`src/rtl/spi_irq_pkg.sv`:
```
package spi_irq_pkg;
  localparam int NSRC = 7;
  localparam int B_RX_OVF  = 0;
  localparam int B_TX_LOW  = 2;
  localparam int B_TX_FULL = 3;
  localparam int B_RX_NE   = 4;
  localparam int B_RX_WM   = 5;
  localparam int B_TX_UNF  = 6;
  localparam logic [NSRC-1:0] SRC_VALID = 7'b111_1101;

  typedef enum logic [2:0] {
    A_STS_CLR = 3'd0,
    A_EN_SET  = 3'd1,
    A_DIS_CLR = 3'd2,
    A_TX_WM   = 3'd3,
    A_RX_WM   = 3'd4
  } wr_addr_e;
endpackage

```
`src/rtl/irq_evt_gen.sv`:
```
module irq_evt_gen
  import spi_irq_pkg::*;
#(
  parameter int DEPTH = 63,
  parameter int LVL_W = 6
) (
  input  logic [LVL_W-1:0] tx_level_i,
  input  logic [LVL_W-1:0] rx_level_i,
  input  logic             rx_push_i,
  input  logic             tx_pop_i,
  input  logic [LVL_W-1:0] tx_wm_i,
  input  logic [LVL_W-1:0] rx_wm_i,
  output logic [NSRC-1:0]  evt_o
);
  localparam logic [LVL_W-1:0] FULL_LVL = LVL_W'(DEPTH);

  logic rx_full, tx_empty;
  assign rx_full  = (rx_level_i == FULL_LVL);
  assign tx_empty = (tx_level_i == '0);

  always_comb begin
    evt_o            = '0;
    evt_o[B_RX_OVF]  = rx_push_i & rx_full;
    evt_o[B_TX_LOW]  = (tx_level_i < tx_wm_i);
    evt_o[B_TX_FULL] = (tx_level_i == FULL_LVL);
    evt_o[B_RX_NE]   = ~(rx_level_i == '0);
    evt_o[B_RX_WM]   = (rx_level_i >= rx_wm_i);
    evt_o[B_TX_UNF]  = tx_pop_i & tx_empty;
  end
endmodule

```
`src/rtl/irq_bit_reg.sv`:
```
// Per-bit set/clear register; SET_WINS picks priority when both arrive together.
module irq_bit_reg #(
  parameter int N        = 7,
  parameter bit SET_WINS = 1'b1
) (
  input  logic         clk_i,
  input  logic         rst_ni,
  input  logic [N-1:0] set_i,
  input  logic [N-1:0] clr_i,
  output logic [N-1:0] q_o
);
  for (genvar i = 0; i < N; i++) begin : g_bit
    logic q;
    always_ff @(posedge clk_i or negedge rst_ni) begin
      if (!rst_ni) q <= 1'b0;
      else if (SET_WINS) begin
        if (set_i[i])      q <= 1'b1;
        else if (clr_i[i]) q <= 1'b0;
      end else begin
        if (clr_i[i])      q <= 1'b0;
        else if (set_i[i]) q <= 1'b1;
      end
    end
    assign q_o[i] = q;
  end
endmodule

```
`src/rtl/irq_wm_reg.sv`:
```
module irq_wm_reg #(
  parameter int W   = 6,
  parameter int RST = 1
) (
  input  logic         clk_i,
  input  logic         rst_ni,
  input  logic         we_i,
  input  logic [W-1:0] d_i,
  output logic [W-1:0] q_o
);
  always_ff @(posedge clk_i or negedge rst_ni) begin
    if (!rst_ni)   q_o <= W'(RST);
    else if (we_i) q_o <= d_i;
  end
endmodule

```
`src/rtl/spi_irq_ctrl.sv`:
```
module spi_irq_ctrl
  import spi_irq_pkg::*;
#(
  parameter int DEPTH     = 63,
  parameter int TX_WM_RST = 1,
  parameter int RX_WM_RST = 32,
  localparam int LVL_W    = $clog2(DEPTH + 1),
  localparam int WR_W     = (LVL_W > NSRC) ? LVL_W : NSRC
) (
  input  logic             clk_i,
  input  logic             rst_ni,
  input  logic [LVL_W-1:0] tx_level_i,
  input  logic [LVL_W-1:0] rx_level_i,
  input  logic             rx_push_i,
  input  logic             tx_pop_i,
  input  logic             wr_i,
  input  logic [2:0]       wr_addr_i,
  input  logic [WR_W-1:0]  wr_data_i,
  output logic [NSRC-1:0]  status_o,
  output logic [NSRC-1:0]  mask_o,
  output logic [LVL_W-1:0] tx_wm_o,
  output logic [LVL_W-1:0] rx_wm_o,
  output logic             irq_o
);
  logic [NSRC-1:0] evt, wr_bits, sts_clr, msk_set, msk_clr;
  logic            we_txwm, we_rxwm;

  assign wr_bits = wr_data_i[NSRC-1:0] & SRC_VALID;
  assign sts_clr = (wr_i && wr_addr_i == A_STS_CLR) ? wr_bits : '0;
  assign msk_set = (wr_i && wr_addr_i == A_EN_SET)  ? wr_bits : '0;
  assign msk_clr = (wr_i && wr_addr_i == A_DIS_CLR) ? wr_bits : '0;
  assign we_txwm = wr_i && (wr_addr_i == A_TX_WM);
  assign we_rxwm = wr_i && (wr_addr_i == A_RX_WM);

  irq_evt_gen #(.DEPTH(DEPTH), .LVL_W(LVL_W)) u_evt (
    .tx_level_i (tx_level_i),
    .rx_level_i (rx_level_i),
    .rx_push_i  (rx_push_i),
    .tx_pop_i   (tx_pop_i),
    .tx_wm_i    (tx_wm_o),
    .rx_wm_i    (rx_wm_o),
    .evt_o      (evt)
  );

  // level sources re-latch over a concurrent clear
  irq_bit_reg #(.N(NSRC), .SET_WINS(1'b1)) u_sts (
    .clk_i  (clk_i),
    .rst_ni (rst_ni),
    .set_i  (evt & SRC_VALID),
    .clr_i  (sts_clr),
    .q_o    (status_o)
  );

  irq_bit_reg #(.N(NSRC), .SET_WINS(1'b0)) u_msk (
    .clk_i  (clk_i),
    .rst_ni (rst_ni),
    .set_i  (msk_set),
    .clr_i  (msk_clr),
    .q_o    (mask_o)
  );

  irq_wm_reg #(.W(LVL_W), .RST(TX_WM_RST)) u_txwm (
    .clk_i  (clk_i),
    .rst_ni (rst_ni),
    .we_i   (we_txwm),
    .d_i    (wr_data_i[LVL_W-1:0]),
    .q_o    (tx_wm_o)
  );

  irq_wm_reg #(.W(LVL_W), .RST(RX_WM_RST)) u_rxwm (
    .clk_i  (clk_i),
    .rst_ni (rst_ni),
    .we_i   (we_rxwm),
    .d_i    (wr_data_i[LVL_W-1:0]),
    .q_o    (rx_wm_o)
  );

  assign irq_o = |(status_o & mask_o);
endmodule

```
`config.mk`:
```
export PLATFORM = sky130hd
export DESIGN_NAME = spi_irq_ctrl
export DESIGN_NICKNAME = d
export VERILOG_FILES = /design/src/rtl/spi_irq_pkg.sv /design/src/rtl/irq_evt_gen.sv /design/src/rtl/irq_bit_reg.sv /design/src/rtl/irq_wm_reg.sv /design/src/rtl/spi_irq_ctrl.sv
export SDC_FILE = /design/constraint.sdc
export NUM_CORES = 1
export LEC_CHECK = 0
export ABC_CLOCK_PERIOD_IN_PS = 3100
export BUFFER_PORTS_ARGS = -buffer_cell sky130_fd_sc_hd__buf_2
export CORE_MARGIN = 3
export CORE_UTILIZATION = 45
export CTS_BUF_LIST = sky130_fd_sc_hd__clkbuf_2
export DETAILED_ROUTE_END_ITERATION = 6
export PLACE_DENSITY = 0.74
export SLEW_MARGIN = 30
export SYNTH_ARGS = -nofsm -noshare
export SYNTH_HDL_FRONTEND = slang
export SYNTH_SLANG_ARGS = --single-unit
```
`constraint.sdc`:
```
create_clock -name clk_i -period 3.1 [get_ports clk_i]
set_input_delay 0.31 -clock clk_i [delete_from_list [all_inputs] [get_ports clk_i]]
set_output_delay 0.31 -clock clk_i [all_outputs]
set_load 0.05 [all_outputs]
```
== Word level (Yosys, flattened, before mapping) ==
Cells that the tools add are included.

* Reductions and logical operators: 21
* Mux-type cells: 29
* Bitwise gates (word level): 3
* Equal/unequal tests: 7
* $lt $le $gt $ge: 2

{| class="wikitable"
|+ Operators by type and width
! cell !! count
|-
| 2-to-1 mux 1 bit || 26
|-
| nonzero test 2 bit || 12
|-
| 2-to-1 mux 7 bit || 3
|-
| == test 6 bit (second input constant) || 2
|-
| zero test 6 bit || 2
|-
| bitwise AND 7 bit || 1
|-
| OR reduction 7 bit || 1
|-
| == test 3 x 2 -> 1 bit (second input constant) || 2
|-
| greater-or-equal comparator 6 bit || 1
|-
| < comparator 6 bit || 1
|-
| logical AND 1 bit || 5
|-
| == test 3 x 1 -> 1 bit (second input constant) || 1
|-
| == test 3 bit (second input constant) || 1
|-
| zero test 3 bit || 1
|-
| bitwise AND 1 bit || 2
|-
| != test 2 bit (second input constant) || 1
|}

* Bits in registers: 25
* Input port bits: 27
* Output and inout port bits: 27

== Logic depth before layout (Yosys ltp) ==
Gate-level depths: netlist (run 1).

* Word-level depth: 5
* Gate-level depth with buffers: 6

== Hierarchy ==
From an unflattened synthesis (run 1), not the netlist that was laid out.

* Cell total of the unflattened synthesis: 153
* Area, all modules: 1665.3 um^2

{| class="wikitable"
|+ By module, submodules not included
! module !! cells each !! area an instance (um^2) !! instances
|-
| irq_wm_reg || 13 || 252.7 || 2
|-
| irq_evt_gen || 49 || 337.8 || 1
|-
| irq_bit_reg (u_sts) || 28 || 306.5 || 1
|-
| irq_bit_reg (u_msk) || 21 || 297.8 || 1
|-
| spi_irq_ctrl || 29 || 217.7 || 1
|}

== Least setup slack after synthesis (run 1) ==
No wires, ideal clock.

* Path type: reg2reg
* Start: register u_rxwm.q_o[3]
* End: register u_sts.g_bit[5].q
* Cell stages (with the launch flop): 7
* Setup slack: 1513 ps
* Arrival: 1449 ps
* Period minus slack after synthesis: 1587 ps
* Cells stage by stage: dfrtp_1 > inv_1 > ha_1 > a21oi_1 > nor2_1 > a211oi_1 > o311ai_1

* Longest elaborated chain between the ends: 2

{| class="wikitable"
|+ Ends and longest elaborated chain
! what !! RTL line !! source
|-
| start: declaration || irq_wm_reg.sv:9 || <nowiki>output logic [W-1:0] q_o</nowiki>
|-
| start signal: assignment || irq_wm_reg.sv:12 || <nowiki>if (!rst_ni) q_o <= W'(RST);</nowiki>
|-
| start signal: assignment || irq_wm_reg.sv:13 || <nowiki>else if (we_i) q_o <= d_i;</nowiki>
|-
| greater-or-equal comparator 6 bit * || irq_evt_gen.sv:27 || <nowiki>evt_o[B_RX_WM] = (rx_level_i >= rx_wm_i);</nowiki>
|-
| 2-to-1 mux 1 bit / nonzero test 2 bit (equally long branches) || -- ||
|-
| end signal: assignment || irq_bit_reg.sv:17 || <nowiki>if (set_i[i]) q <= 1'b1;</nowiki>
|-
| end signal: assignment || irq_bit_reg.sv:18 || <nowiki>else if (clr_i[i]) q <= 1'b0;</nowiki>
|-
| end signal: assignment || irq_bit_reg.sv:20 || <nowiki>if (clr_i[i]) q <= 1'b0;</nowiki>
|-
| end: declaration || irq_bit_reg.sv:13 || <nowiki>logic q;</nowiki>
|}

Mark *: on every way between the ends. The rest lies on a longest branch, timed or not.
A chain may end at the register's enable or synchronous reset.

== Final worst setup path (run 1) ==
* Start: register u_sts.g_bit[4].q
* End: output irq_o

* Longest elaborated chain between the ends: 2

{| class="wikitable"
|+ Ends and longest elaborated chain
! what !! RTL line !! source
|-
| start: declaration || irq_bit_reg.sv:13 ||
|-
| start signal: assignment || irq_bit_reg.sv:15 || <nowiki>if (!rst_ni) q <= 1'b0;</nowiki>
|-
| start signal: assignment || irq_bit_reg.sv:17 ||
|-
| start signal: assignment || irq_bit_reg.sv:18 ||
|-
| bitwise AND 7 bit || spi_irq_ctrl.sv:78 || <nowiki>assign irq_o = |(status_o & mask_o);</nowiki>
|-
| OR reduction 7 bit || spi_irq_ctrl.sv:78 ||
|-
| end: declaration || spi_irq_ctrl.sv:23 || <nowiki>output logic irq_o</nowiki>
|}

Every way passes these cells.

==> metrics.md, run 1 <==
| Metric | Value |
|---|---|
| Status | complete, no violations |
| CTS tree | done |
| Crit end category | output pin |
| GR Util All Layers | 0.181 |
| Clk pwr share | 0.205 |
| Root Buffer | clkbuf_2 |
| Synth Instances | 154 |
| Sum of negative setup slack | 0 ns |
| Final Hold Vio Count | 0 |
| Final Setup Violations | 0 |
| Grt met3 use | 0.0357 |
| Psw | 0.000410 W |
| GP Congestion | slightly below 0.9 |
| Worst-Skew Late Latency | 0.33 ns |
| Grt met2 use | 0.299 |
| First-pass GRT wire length | 5710 um |
| Via count | 1230 |
| Synth Warn # | 0 |
| Longest Clk Path Bufs | 2 |
| Max Slew Vio Count | 0 |
| Placement Cell Area | 0.00167 sq mm |
| Max-Cap Viols | 0 |
| Vias in the first global route | 1221 |
| DIE HEIGHT | around 63 um |
| Flops & latches, synth | 24 |
| Comb power frac | 0.400 |
| Post-Place Cells | ~230 |
| Global route hottest layer | met2 |
| Syn_area_per_cell | 9.61 sq um |
| Starting DRT DRC Count | 61 |
| Die Wd | around 63 um |
| Flop pwr share | 0.395 |
| HP Class | in -> reg |
| Post-detail-place hpwl | 2640 um |
| Worst path required time | roughly 2.8 ns |
| N_diodes | 0 |
| Measured slew at the worst slew-check pin | 0.529 ns |
| P&R area growth vs syn | 16.2% |
| H-Tree Depth | 1 |
| Num CTS Buffers | 3 |
| Number of remaining DRC errors | 0 |
| Initial antenna violation count | 0 |
| Switch share | 0.408 |
| Row cnt | 20 |
| Count of boundary I/O pins | 54 |
| CTS resizes | 0 |
| Drt total wl | approximately 3300 um |
| Nets | between 200 and 250 |
| Worst setup SP type | flip-flop |
| Clock sinks | 24 |
| DIE AREA | 0.00401 sq mm |
| Vias/cell | just over 5 |
| GRT overflow | 0 |
| Most common cell after layout, fill and taps aside | buf_2 |
| Cell Int Power | 0.000594 W |
| Final Non-Filler Cells | 239 |
| Worst vdd ir | 0.000281 V |
| Met1 usage | 0.235 |
| Leak Pwr | around 0.84 nW |
| Unique masters post-synth | 30 |
| Wire per inst | 13.7 um |
| Initial Util | 0.477 |
| Minimum clock period | 1.64 ns |
| RSZ-0062 raised after global routing | false |
| Remaining antenna violation count after routing | 0 |
| # port buffers | 51 |
| Power per Cell Area | 584 mW/mm^2 |
| Seq/Total Area, Yosys | 0.407 |
| Tot Pwr | 0.00100 W |
| CP Max Fanout | 3 |
| Layout cells sized above 1 | 0.354 |
| Clock edge transition at the registers on the reported setup and hold paths | 0.23 ns |
| Crit Path Class | reg -> out |
| Final period util | 0.528 |
| Core area | between 0.003 and 0.004 sq mm |
| Commonest non-fill, non-tap cells in the layout | buf_2 (51), nand2_1 (28), dfrtp_1 (22) |
| Worst Skew | 0.00538 ns |
| Highest clock rate | 611 MHz |
| Netlist Area Pre-Place | roughly 0.0015 sq mm |
| Arrival time at the worst endpoint | approximately 1.3 ns |
| Largest net degree at the start of global routing | 25 |
| Drt pass-1 iters | 5 |
| Rel. slew slack | 0.647 |
| Final Cell Area | 0.00172 sq mm |
## metal layers
metal,up-vias,wire length [um]
li1,602,-
met1,577,1420
met2,49,1580
met3,2,251
met4,0,18
met5,-,0
## kinds of logic (layout without fill, tap and decap cells)
kind of cell / Yosys count / count (layout) / share of synthesized area
compound gates: 37 / 37 / 0.139
fa+ha+maj: 11 / 11 / 0.0930
buf+inv: 28 / 68 / 0.120
flops: 24 / 24 / 0.407
mux: 7 / 7 / 0.0685
other cells: 1 / 2 / 0.00253
simple gates: 46 / 46 / 0.169
## critical path, cell delays in order, from the launching register on
cell	delay (ns)
dfrtp_1	0.46
a22oi_1	0.21
nand3_1	0.10
buf_2	0.22
## worst paths after layout
| kind | slack (ns) | cells past startpoint | endpoint | from |
|---|---|---|---|---|
| max | 1.46 | 3 | irq_o | u_sts.g_bit[4].q |
| max in group asynchronous | 2.30 | 2 | u_rxwm.q_o[5] | rst_ni |
| min | 0.18 | 3 | u_rxwm.q_o[1] | wr_data_i[1] |
| min reg2reg | 0.55 | 2 | u_rxwm.q_o[5] | u_rxwm.q_o[5] |
| min in group asynchronous | 0.44 | 2 | u_txwm.q_o[1] | rst_ni |
| max reg2reg | 1.64 | 6 | u_sts.g_bit[5].q | u_rxwm.q_o[5] |
## power by group through the flow
stage                     clock [W]  combinational, W  sequential [W]
after floorplan                   0          0.000194        0.000518
after global placement            0          0.000395        0.000403
after detailed placement          0          0.000403        0.000403
after CTS                  0.000210          0.000406        0.000397
after global routing       0.000224          0.000439        0.000406
final                      0.000205          0.000402        0.000397
## per-stage QoR
step | worst slack, ns | hold slack, ns | util
global route | 1.34 | 0.151 | 0.554
floorplan | 1.51 | 0.0144 | -
finish | 1.46 | 0.179 | 0.554
detailed placement | 1.67 | 0.323 | 0.537
global placement | 1.73 | 0.328 | 0.537
CTS | 1.45 | 0.165 | 0.554
## repair_timing
item                                   in CTS  in global routing
hold buffers                                1                  0
setup buffers                               0                  0
endpoints found under the hold margin      22                  0
## cell type report
class	count	area, sq um
clock buffer	3	15.0
clock inverter	1	30.0
fill	332	1380
inverter	11	41.3
multi-input combinational	103	703
sequential	24	603
tap	44	55.1
timing repair buffer	53	273
## cells in the mapped netlist
master / count / area share
a211oi_1: 1 / 0.0051
a21oi_1: 11 / 0.037
a22o_1: 1 / 0.0059
a22oi_1: 3 / 0.015
and2_4: 1 / 0.0059
buf_2: 1 / 0.0034
buf_4: 14 / 0.071
buf_6: 1 / 0.0076
buf_8: 1 / 0.010
conb_1: 1 / 0.0025
dfrtp_1: 22 / 0.37
dfstp_2: 2 / 0.036
ha_1: 11 / 0.093
inv_1: 11 / 0.028
mux2_2: 1 / 0.0076
mux2_4: 6 / 0.061
nand2_1: 28 / 0.071
nand2_8: 1 / 0.014
nand2b_1: 2 / 0.0085
nand3_1: 3 / 0.010
nand4_1: 3 / 0.013
nor2_1: 2 / 0.0051
nor2b_4: 1 / 0.0093
nor3_1: 2 / 0.0068
nor4_1: 1 / 0.0042
nor4b_1: 1 / 0.0059
nor4b_4: 1 / 0.016
o21ai_0: 19 / 0.064
o221ai_1: 1 / 0.0059
o311ai_1: 1 / 0.0059
## sequential cells by signal, summed over array words and instances (netlist names)
name,cells
u_txwm.q_o,6
u_sts.g_bit.q,6
u_msk.g_bit.q,6
u_rxwm.q_o,6
Power figures use the tool's default switching activity.
==> run 2, diff against run 1 <==
--- a/config.mk
+++ b/config.mk
@@ -5,13 +5,13 @@
 export SDC_FILE = /design/constraint.sdc
 export NUM_CORES = 1
 export LEC_CHECK = 0
-export ABC_CLOCK_PERIOD_IN_PS = 3100
+export ABC_CLOCK_PERIOD_IN_PS = 1400
 export BUFFER_PORTS_ARGS = -buffer_cell sky130_fd_sc_hd__buf_2
 export CORE_MARGIN = 3
 export CORE_UTILIZATION = 45
 export CTS_BUF_LIST = sky130_fd_sc_hd__clkbuf_2
 export DETAILED_ROUTE_END_ITERATION = 6
-export PLACE_DENSITY = 0.74
+export PLACE_DENSITY = 0.77
 export SLEW_MARGIN = 30
 export SYNTH_ARGS = -nofsm -noshare
 export SYNTH_HDL_FRONTEND = slang
==> constraint.sdc (replaced) <==
create_clock -name clk_i -period 1.4 [get_ports clk_i]
set_input_delay 0.14 -clock clk_i [delete_from_list [all_inputs] [get_ports clk_i]]
set_output_delay 0.14 -clock clk_i [all_outputs]
set_load 0.05 [all_outputs]
==> metrics.md, run 2 (same netlist as run 1, synthesis figures left out) <==
| Metric | Value |
|---|---|
| Final Setup Violations | 2 |
| Worst Skew | 0.00136 ns |
| Setup ws final | -0.0478 ns |
| Worst Hold Path EP | u_sts.g_bit[4].q |
| Via count | 1285 |
| Initial antenna violation count | 0 |
| Global route hottest layer | met2 |
| Longest Clk Path Bufs | 2 |
| Final period util | 1.03 |
| Number of remaining DRC errors | 0 |
| Wire per inst | 14.7 um |
| Worst vdd ir | 0.000784 V |
| Post-place setup slack | 0.0353 ns |
| Arrival time at the worst endpoint | approximately 1.3 ns |
| Remaining antenna violation count after routing | 0 |
| Hold_ws | 0.0185 ns |
| Power per Cell Area | 1250 mW/mm^2 |
| Commonest non-fill, non-tap cells in the layout | buf_2 (49), nand2_1 (27), o21ai_0 (19) |
| Count of boundary I/O pins | 54 |
| First-pass GRT wire length | between 5000 and 6000 um |
| Max-Cap Viols | 0 |
| GRT overflow | 0 |
| Status | finished with violations |
| Met1 usage | 0.254 |
| Max Slew Vio Count | 0 |
| Grt met3 use | 0.0517 |
| DIE AREA | 0.00401 sq mm |
| Clock edge transition at the registers on the reported setup and hold paths | 0.23 ns |
| Die Wd | 63.4 um |
| Layout cells sized above 1 | 0.429 |
| Num CTS Buffers | 3 |
| Failing checks | setup timing |
| Grt met2 use | 0.289 |
| Initial Util | 0.477 |
| Most common cell after layout, fill and taps aside | buf_2 |
| Crit Path Class | reg -> out |
| R2R Path End | u_sts.g_bit[5].q |
| Highest clock rate | 691 MHz |
| Root Buffer | clkbuf_2 |
| H-Tree Depth | 1 |
| Worst setup SP type | flip-flop |
| Minimum clock period | 1.45 ns |
| Vias/cell | 5.20 |
| Row cnt | 20 |
| CTS tree | done |
| Vias in the first global route | 1234 |
| DIE HEIGHT | approximately 63 um |
| CP Max Fanout | 2 |
| Crit end category | output pin |
| Worst flop-to-flop path startpoint | u_rxwm.q_o[3] |
| Measured slew at the worst slew-check pin | 0.542 ns |
| R2r worst-path depth | 6 |
| Core area | 0.00310 sq mm |
| Final Hold Vio Count | 0 |
| Nets | 242 |
| Drt pass-1 iters | 4 |
| GR Util All Layers | 0.185 |
| P&R area growth vs syn | 23.9% |
| Largest net degree at the start of global routing | 25 |
| Hold Startpoint | rx_level_i[4] |
| N_diodes | 0 |
| Worst-Skew Late Latency | 0.34 ns |
| Starting DRT DRC Count | 63 |
| Clock sinks | 24 |
| Leak Pwr | 0.872 nW |
| Rel. slew slack | 0.639 |
| RSZ-0062 raised after global routing | true |
| HP Class | in -> reg |
| Drt total wl | 3620 um |
| GP Congestion | 0.843 |
| Post-detail-place hpwl | ~2700 um |
| # port buffers | 51 |
| Hold depth | 3 |
| Worst R2R Setup Slack | 0.06 ns |
| Worst path required time | approximately 1.3 ns |
## run 2: cell types whose count changed in the layout (fill, tap and decap cells not counted), sizes merged
cell,previous run,this run
dlygate4sd3,1,2
buf,52,58
clkbuf,3,4
## run 2: cell type report
class / instances / area (sq um)
Clock buffer: 3 / 15.0
Clock inverter: 1 / 30.0
Fill cell: 307 / 1270
Inverter: 11 / 41.3
Multi-Input combinational cell: 103 / 739
Sequential cell: 24 / 609
Tap cell: 44 / 55.1
Timing Repair Buffer: 61 / 344
## run 2: worst max-delay path: stages (launching register included)
cell and delay (ns):
dfrtp_1 0.46, a22oi_2 0.22, nand3_1 0.12, buf_6 0.17
## run 2: worst max path at each step
stage | from | endpoint | slack [ns]
after floorplan | u_rxwm.q_o[5] | u_sts.g_bit[5].q | -0.10
after global placement | u_rxwm.q_o[3] | u_sts.g_bit[5].q | 0.09
after detailed placement | u_rxwm.q_o[3] | u_sts.g_bit[5].q | 0.04
after CTS | u_sts.g_bit[2].q | irq_o | -0.04
after global routing | u_sts.g_bit[2].q | irq_o | -0.13
final | u_sts.g_bit[2].q | irq_o | -0.05
## run 2: layer usage
layer	vias up	part of all wire
met5	-	0
met4	0	0.016
met3	8	0.072
met2	49	0.48
met1	612	0.43
li1	616	-
## run 2: what timing repair did
action	CTS	global route
gates resized for setup	3	3
setup endpoints to repair	1	3
hold endpoints to repair	23	0
pin swaps	1	4
hold buffers	2	0
buffers inserted	4	1
## run 2: power by group
part	switching, W	leakage, nW	internal [W]
Sequential	0.0000764	0.257	0.000808
Combinational	0.000646	0.588	0.000306
Clock	0.000214	0.0266	0.000246
## run 2: per-stage QoR
step                cells  area [sq um]  TNS, ns   util  total power (W)
floorplan             155          1510   -0.104      -          0.00160
global placement      236          1700        0  0.548          0.00179
detailed placement    236          1700        0  0.548          0.00181
CTS                   246          1810  -0.0365  0.583          0.00228
global route          247          1830   -0.235  0.591          0.00243
finish                247          1830  -0.0533  0.591          0.00230
==> run 3, diff against run 2 <==
--- a/config.mk
+++ b/config.mk
@@ -6,12 +6,14 @@
 export NUM_CORES = 1
 export LEC_CHECK = 0
 export ABC_CLOCK_PERIOD_IN_PS = 1400
-export BUFFER_PORTS_ARGS = -buffer_cell sky130_fd_sc_hd__buf_2
+export BUFFER_PORTS_ARGS = -buffer_cell sky130_fd_sc_hd__clkbuf_2
 export CORE_MARGIN = 3
 export CORE_UTILIZATION = 45
 export CTS_BUF_LIST = sky130_fd_sc_hd__clkbuf_2
 export DETAILED_ROUTE_END_ITERATION = 6
 export PLACE_DENSITY = 0.77
+export RECOVER_POWER = 50
+export SKIP_LAST_GASP = 1
 export SLEW_MARGIN = 30
 export SYNTH_ARGS = -nofsm -noshare
 export SYNTH_HDL_FRONTEND = slang
==> metrics.md, run 3 (same netlist as run 1, synthesis figures left out) <==
| Metric | Value |
|---|---|
| Status | finished with violations |
| Failing checks | setup timing |
| Final Non-Filler Cells | about 250 |
| Worst R2R Setup Slack | 0.06 ns |
| H-Tree Depth | 1 |
| Wire per inst | 14.3 um |
| DIE HEIGHT | 63.4 um |
| Sum of negative setup slack | -0.0421 ns |
| Drt pass-1 iters | 4 |
| Final period util | 1.03 |
| Final Hold Vio Count | 0 |
| Worst setup SP type | flip-flop |
| Measured slew at the worst slew-check pin | 0.655 ns |
| Count of boundary I/O pins | 54 |
| P&R area growth vs syn | 23.7% |
| Clock sinks | 24 |
| Crit end category | output pin |
| Longest Clk Path Bufs | 2 |
| Vias in the first global route | about 1300 |
| N_diodes | 0 |
| Starting DRT DRC Count | between 40 and 50 |
| Rel. slew slack | 0.562 |
| GRT overflow | 0 |
| HP Class | in -> reg |
| GP Congestion | 0.834 |
| Most common cell after layout, fill and taps aside | clkbuf_2 |
| Final Setup Violations | 1 |
| GR Util All Layers | 0.184 |
| Initial antenna violation count | 0 |
| Number of remaining DRC errors | 0 |
| Clock edge transition at the registers on the reported setup and hold paths | about 0.24 ns |
| CP Max Fanout | 2 |
| Crit Path Class | reg -> out |
| DIE AREA | roughly 0.004 sq mm |
| Max-Cap Viols | 0 |
| Post-Place Cells | 236 |
| Layout cells sized above 1 | 0.420 |
| Commonest non-fill, non-tap cells in the layout | clkbuf_2 (52), nand2_1 (27), o21ai_0 (19) |
| Worst Skew | 0.0110 ns |
| Via count | 1260 |
| CTS tree | done |
| RSZ-0062 raised after global routing | true |
| Worst path required time | ~1.3 ns |
| Core area | 0.00310 sq mm |
| Highest clock rate | 693 MHz |
| Die Wd | 63.4 um |
| Remaining antenna violation count after routing | 0 |
| # port buffers | 51 |
| Setup ws final | -0.0421 ns |
| Nets | 246 |
| Worst-Skew Late Latency | around 0.36 ns |
| Power per Cell Area | 1160 mW/mm^2 |
| Core Util, Final | 0.590 |
| Vias/cell | between 5 and 6 |
| Max Slew Vio Count | 0 |
| Row cnt | 20 |
| Root Buffer | clkbuf_2 |
| Largest net degree at the start of global routing | 25 |
| Initial Util | 0.477 |
| Arrival time at the worst endpoint | ~1.3 ns |
| First-pass GRT wire length | 5840 um |
| Num CTS Buffers | 3 |
| Post-detail-place hpwl | 2660 um |
| Minimum clock period | about 1.4 ns |
| Drt total wl | 3600 um |
| Worst vdd ir | 0.000663 V |
| Leak Pwr | 0.884 nW |
[run 3: timing repair]
| item | CTS | global route |
|---|---|---|
| gates resized for setup | 3 | 6 |
| pin swaps | 3 | 5 |
| hold buffers | 3 | 0 |
| endpoints found under the hold margin | 24 | 0 |
| buffers inserted | 7 | 1 |
| endpoints found under the setup margin | 1 | 3 |
| gates cloned | 0 | 0 |
[run 3: report_power, final]
part	leakage (nW)	internal [W]	switching [W]
logic	0.612	0.000302	0.000648
registers	0.257	0.000808	0.0000750
clock network	0.0140	0.0000620	0.000225
total	0.884	0.00117	0.000948
[run 3: final timing paths]
path	from	endpoint	depth (start not counted)
worst max register to register	u_rxwm.q_o[5]	u_sts.g_bit[5].q	6
worst max-delay path	u_sts.g_bit[0].q	irq_o	3
min in group asynchronous	rst_ni	u_txwm.q_o[2]	2
worst min-delay path	rx_level_i[0]	u_sts.g_bit[4].q	3
max in group asynchronous	rst_ni	u_rxwm.q_o[3]	2
worst min register to register	u_rxwm.q_o[5]	u_rxwm.q_o[5]	2
[run 3: critical path, cell delays in order (launching register included)]
cell and delay [ns]:
dfrtp_1 0.45, a22oi_1 0.19, nand3_1 0.14, buf_8 0.17
[run 3: metal layers]
layer	vias up	track usage	routed length, um
li1	624	-	-
met1	596	0.256	1710
met2	37	0.297	1700
met3	3	0.0250	160
met4	0	0.0512	29
met5	-	0	0
[run 3: through the flow]
stage                     area [sq um]  total power (W)  hold slack, ns  worst slack, ns
final                             1830          0.00212         0.00937          -0.0421
after global routing              1830          0.00224        0.000806           -0.119
after CTS                         1820          0.00211         0.00879          -0.0424
after detailed placement          1700          0.00181           0.189           0.0236
after global placement            1700          0.00179           0.176           0.0878
after floorplan                   1510          0.00160          -0.156           -0.104
[run 3: area by class of cell]
cell class | instances | area (sq um)
inverter | 11 | 41.3
sequential | 24 | 609
fill | 303 | 1270
clock inverter | 1 | 3.75
multi-input combinational | 103 | 728
timing repair buffer | 65 | 378
clock buffer | 3 | 15.0
tap | 44 | 55.1
